[config.mk]
export PLATFORM = sky130hd
export DESIGN_NAME = pwm_break_guard
export DESIGN_NICKNAME = d
export VERILOG_FILES = /design/src/rtl/brk_pkg.sv /design/src/rtl/brk_sync.sv /design/src/rtl/brk_ctrl_reg.sv /design/src/rtl/brk_out_gate.sv /design/src/rtl/pwm_break_guard.sv
export SDC_FILE = /design/constraint.sdc
export NUM_CORES = 1
export LEC_CHECK = 0
export CORE_UTILIZATION = 33
export CTS_CLUSTER_SIZE = 10
export DETAILED_ROUTE_END_ITERATION = 10
export PLACE_DENSITY = 0.76
export REMOVE_ABC_BUFFERS = 1
export SLEW_MARGIN = 5
export SYNTH_ARGS = -nofsm -noshare
export SYNTH_HDL_FRONTEND = slang
export SYNTH_SLANG_ARGS = --single-unit
[constraint.sdc]
create_clock -name clk -period 1.1 [get_ports clk]
set_input_delay 0.22 -clock clk [delete_from_list [all_inputs] [get_ports clk]]
set_output_delay 0.22 -clock clk [all_outputs]
set_load 0.03 [all_outputs]
[src/rtl/brk_pkg.sv]
`timescale 1ns/1ps
package brk_pkg;
   // Field positions of the control register for a given channel count.
   function automatic int unsigned pen_pos(input int unsigned nch);
      return nch;
   endfunction
   function automatic int unsigned flag_pos(input int unsigned nch);
      return nch + 1;
   endfunction
   function automatic int unsigned lvl_pos(input int unsigned nch);
      return nch + 2;
   endfunction
   function automatic int unsigned rsvd_pos(input int unsigned nch);
      return nch + 3;
   endfunction

   typedef enum logic {
      LVL_LOW  = 1'b0,
      LVL_HIGH = 1'b1
   } brk_level_e;
endpackage

[src/rtl/brk_sync.sv]
`timescale 1ns/1ps
module brk_sync #(
   parameter int unsigned STAGES  = 2,
   parameter bit          RST_VAL = 1'b0
) (
   input  logic clk,
   input  logic rst_n,
   input  logic d,
   output logic q
);
   initial begin
      if (STAGES < 2) $fatal(1, "brk_sync: STAGES must be at least 2");
   end

   logic [STAGES-1:0] chain;

   generate
      for (genvar s = 0; s < STAGES; s++) begin : g_stage
         if (s == 0) begin : g_first
            always_ff @(posedge clk or negedge rst_n) begin
               if (!rst_n) chain[0] <= RST_VAL;
               else        chain[0] <= d;
            end
         end else begin : g_next
            always_ff @(posedge clk or negedge rst_n) begin
               if (!rst_n) chain[s] <= RST_VAL;
               else        chain[s] <= chain[s-1];
            end
         end
      end
   endgenerate

   assign q = chain[STAGES-1];
endmodule

[src/rtl/brk_ctrl_reg.sv]
`timescale 1ns/1ps
module brk_ctrl_reg
   import brk_pkg::*;
#(
   parameter int unsigned NUM_CH = 4,
   localparam int unsigned REG_W = NUM_CH + 4
) (
   input  logic              clk,
   input  logic              rst_n,
   input  logic              we,
   input  logic [REG_W-1:0]  wdata,
   input  logic              pin_sync,
   output logic [REG_W-1:0]  rdata,
   output logic              brk_active,
   output logic [NUM_CH-1:0] pattern
);
   localparam int unsigned PEN  = pen_pos(NUM_CH);
   localparam int unsigned FLAG = flag_pos(NUM_CH);
   localparam int unsigned LVL  = lvl_pos(NUM_CH);

   initial begin
      if (NUM_CH < 1) $fatal(1, "brk_ctrl_reg: NUM_CH must be at least 1");
   end

   brk_level_e        level_q;
   logic              pen_q;
   logic              flag_q;
   logic [NUM_CH-1:0] pat_q;
   logic              pin_hit;

   // Pin counts as active when enabled and at the selected level.
   always_comb begin
      pin_hit = pen_q && (pin_sync == logic'(level_q));
   end

   always_ff @(posedge clk or negedge rst_n) begin
      if (!rst_n) begin
         level_q <= LVL_LOW;
         pen_q   <= 1'b0;
         pat_q   <= '0;
      end else if (we) begin
         level_q <= brk_level_e'(wdata[LVL]);
         pen_q   <= wdata[PEN];
         pat_q   <= wdata[NUM_CH-1:0];
      end
   end

   // Software write wins in its own cycle; the pin sets the flag otherwise.
   always_ff @(posedge clk or negedge rst_n) begin
      if (!rst_n)       flag_q <= 1'b0;
      else if (we)      flag_q <= wdata[FLAG];
      else if (pin_hit) flag_q <= 1'b1;
   end

   always_comb begin
      rdata            = '0;
      rdata[NUM_CH-1:0] = pat_q;
      rdata[PEN]       = pen_q;
      rdata[FLAG]      = flag_q;
      rdata[LVL]       = logic'(level_q);
   end

   assign brk_active = flag_q;
   assign pattern    = pat_q;
endmodule

[src/rtl/brk_out_gate.sv]
`timescale 1ns/1ps
module brk_out_gate #(
   parameter int unsigned NUM_CH = 4
) (
   input  logic              brk_active,
   input  logic [NUM_CH-1:0] pattern,
   input  logic [NUM_CH-1:0] raw,
   input  logic [NUM_CH-1:0] oe,
   output logic [NUM_CH-1:0] gated
);
   generate
      for (genvar c = 0; c < NUM_CH; c++) begin : g_ch
         logic sel;
         always_comb begin
            sel = brk_active ? pattern[c] : raw[c];
            gated[c] = oe[c] & sel;
         end
      end
   endgenerate
endmodule

[src/rtl/pwm_break_guard.sv]
`timescale 1ns/1ps
module pwm_break_guard #(
   parameter int unsigned NUM_CH      = 4,
   parameter int unsigned SYNC_STAGES = 2,
   localparam int unsigned REG_W      = NUM_CH + 4
) (
   input  logic              clk,
   input  logic              rst_n,
   input  logic              reg_we,
   input  logic [REG_W-1:0]  reg_wdata,
   output logic [REG_W-1:0]  reg_rdata,
   input  logic [NUM_CH-1:0] pwm_in,
   input  logic [NUM_CH-1:0] pwm_oe,
   input  logic              brk_in,
   output logic [NUM_CH-1:0] pwm_out
);
   logic              pin_sync;
   logic              brk_active;
   logic [NUM_CH-1:0] pattern;

   brk_sync #(.STAGES(SYNC_STAGES), .RST_VAL(1'b0)) u_sync (
      .clk   (clk),
      .rst_n (rst_n),
      .d     (brk_in),
      .q     (pin_sync)
   );

   brk_ctrl_reg #(.NUM_CH(NUM_CH)) u_reg (
      .clk        (clk),
      .rst_n      (rst_n),
      .we         (reg_we),
      .wdata      (reg_wdata),
      .pin_sync   (pin_sync),
      .rdata      (reg_rdata),
      .brk_active (brk_active),
      .pattern    (pattern)
   );

   brk_out_gate #(.NUM_CH(NUM_CH)) u_gate (
      .brk_active (brk_active),
      .pattern    (pattern),
      .raw        (pwm_in),
      .oe         (pwm_oe),
      .gated      (pwm_out)
   );
endmodule

==> results.sh, run 1 <==
export IMPL_synthTopCellsByArea="dfrtp_1 (49%), mux2_4 (16%), mux2i_1 (11%)"
export IMPL_grt_pass1_wl_um=1340
export IMPL_ir_drop_v=0.000729
export IMPL_crit_arrival_ps=1150
export IMPL_violations="negative setup slack"
export IMPL_drt_initial_drc_count=2
export IMPL_synthesis_area_um2=463
export IMPL_worst_path_buf_inv=1
export IMPL_dr_pass1_iters=3
export IMPL_power_total_mw=0.974
export IMPL_startpoint_type="flip-flop"
export IMPL_chipWidth_um=39.5
export IMPL_synth_area_leader_cell="dfrtp_1"
export IMPL_layout_commonest_cell="clkdlybuf4s50_1"
export IMPL_cts_buffers_inserted=3
export IMPL_dp_slack_ps=-166
export IMPL_rsz0062_at_grt="true"
export IMPL_crit_path_max_fanout=6
export IMPL_final_cell_mix="clkdlybuf4s50_1 (18), buf_4 (14), dfrtp_1 (8), mux2i_1 (5), mux2_4 (5)"
export IMPL_initial_core_util_pct=35.6
export IMPL_die_h_um=39.5
export IMPL_crit_family="flip-flops"
export IMPL_viasPerCell=4.46
export IMPL_crit_chain="mux2i_1, nor2b_1, buf_4"
export IMPL_fin_crit_ps=1370
export IMPL_core_area_um2=1300
export IMPL_grt_start_max_net_pins=10
export IMPL_grt_use_total_pct=13.5
export IMPL_drv_slew=0
export IMPL_multi_input_area_um2=189
export IMPL_setup_viol=5
export IMPL_insertion_delay_ps=260
export IMPL_finClkSkew_ps=4.08
export IMPL_root_buffer="clkbuf_4"
export IMPL_dieArea_um2=1560
export IMPL_worst_slack_ps=-267
export IMPL_p_leak_nw=0.370
export IMPL_yosysWarnings=0
export IMPL_cts_hold_buf=0
export IMPL_drv_cap=0
export IMPL_hp_class="in2async"
export IMPL_ys_seq_elements=9
export IMPL_max_freq_ghz=0.732
export IMPL_num_nets_final=87
export IMPL_avgRoutedWirePerCell_um=10.3
export IMPL_period_share_pct=124
export IMPL_cp_end_kind="output pin"
export IMPL_gp_congestion=0.625
export IMPL_syn2layout_area_growth_pct=63.5
export IMPL_crit_type="reg2out"
export IMPL_rows=13
export IMPL_fillCellCount=130
export IMPL_yosysSeqAreaShare_pct=48.6
export IMPL_clock_sinks=9
export IMPL_antenna_left=0
export IMPL_power_density_nw_per_um2=1290
export IMPL_cts_max_path_buffers=2
export IMPL_antenna_cells=0
export IMPL_syn_inst=35
export IMPL_io_pins=32
export IMPL_slowest_delay_ps=470
export IMPL_required_ps=880
export IMPL_fin_area_um2=757
export IMPL_ff_latch_area_um2=226
export IMPL_grt_overflow_total=0
export IMPL_whs_ps=246
export IMPL_ys_types=11
export IMPL_hold_viol=0
export IMPL_synth_top_area_share_pct=48.6
export IMPL_drive_gt1_share_pct=37.9
export IMPL_status="finished with violations"
export IMPL_cts_tree="yes"
export IMPL_htreeDepth=1
export IMPL_io_buffers=29
export IMPL_grt_pass1_vias=326
export IMPL_placed_area_um2=711
export IMPL_path_clk_slew_ps=60
export IMPL_vias=361
export IMPL_syn_avg_cell_area_um2=13.2
export IMPL_drc=0
export IMPL_dp_hpwl_um=662
export IMPL_slowest_stage="dfrtp_2"
export IMPL_totalWireLength_um=832
export IMPL_antenna_found_initial=0
export IMPL_final_util_pct=58.2
[area by class of cell]
cell class,count,area share [%]
clock buffers,4,3.47
multi-input cells,20,25.0
flip-flops and latches,9,29.9
well taps,15,2.48
repair buffers,33,39.2
[kinds of logic after synthesis]
logic type / after synthesis / share of synthesized area (%)
flip-flops: 9 / 48.6
XOR/XNOR: 1 / 1.89
AND/OR/NAND/NOR: 7 / 10.0
other: 1 / 0.810
multiplexers: 10 / 27.0
buffers and inverters: 6 / 10.5
AO/OA/AOI/OAI: 1 / 1.08
[Yosys cell counts]
master    count
o21ai_1       1
nand2_1       2
nor2b_1       4
xor2_1        1
conb_1        1
nand2b_4      1
buf_4         5
mux2_4        5
mux2i_1       5
dfrtp_1       9
buf_6         1
[flip-flops by register name, summed over array words and instances (netlist names)]
register	count
u_reg.brk_active	1
u_reg.pattern	4
u_sync.chain	1
u_reg.level_q	1
u_sync.q	1
u_reg.pen_q	1
[through the flow]
| step | instances | setup TNS (ps) |
|---|---|---|
| floorplan | 29 | -1250 |
| global placement | 75 | -1400 |
| detailed placement | 75 | -1510 |
| CTS | 79 | -1180 |
| global route | 81 | -1580 |
| finish | 81 | -1170 |
[worst paths after layout]
path | from | to | slack [ps] | cells after the start
max in group asynchronous | rst_n | u_reg.brk_active$_DFFE_PN0P_ | 550 | 1
min in group clk | u_sync.chain[0]$_DFF_PN0_ | u_sync.q$_DFF_PN0_ | 380 | 0
hold / removal | rst_n | u_reg.level_q$_DFFE_PN0P_ | 250 | 1
setup reg to reg | u_reg.brk_active$_DFFE_PN0P_ | u_reg.brk_active$_DFFE_PN0P_ | 300 | 2
hold reg to reg | u_sync.chain[0]$_DFF_PN0_ | u_sync.q$_DFF_PN0_ | 380 | 0
setup / recovery | u_reg.brk_active$_DFFE_PN0P_ | pwm_out[3] | -270 | 3
[per-layer routing]
| layer | global-route usage, % | up-vias | share of wire [%] |
|---|---|---|---|
| met5 | 0 | - | 0 |
| met1 | 16.3 | 167 | 40 |
| met3 | 5.11 | 0 | 11 |
| met4 | 5.17 | 0 | 0 |
| li1 | - | 171 | - |
| met2 | 21.3 | 23 | 50 |
[timing repair]
item | in CTS | in global routing
endpoints found under the setup margin | 5 | 6
endpoints found under the hold margin | 0 | 0
gates resized for setup | 1 | 1
pin swaps | 0 | 0
buffers inserted | 0 | 2
[power breakdown]
part | leakage, nW | internal [mW] | switching, mW
clock network | 0.0150 | 0.140 | 0.111
registers | 0.104 | 0.363 | 0.0333
logic | 0.251 | 0.180 | 0.147
total | 0.370 | 0.683 | 0.291
Note: power is estimated with default switching activity, not from simulation.
==> inputs of run 2 (changes only) <==
--- a/config.mk
+++ b/config.mk
@@ -6,6 +6,7 @@
 export NUM_CORES = 1
 export LEC_CHECK = 0
 export CORE_UTILIZATION = 33
+export CTS_CLUSTER_DIAMETER = 100
 export CTS_CLUSTER_SIZE = 10
 export DETAILED_ROUTE_END_ITERATION = 10
 export PLACE_DENSITY = 0.76
==> results of run 2 <==
Same layout as run 1: the final DEF is identical, and so are final timing and power.
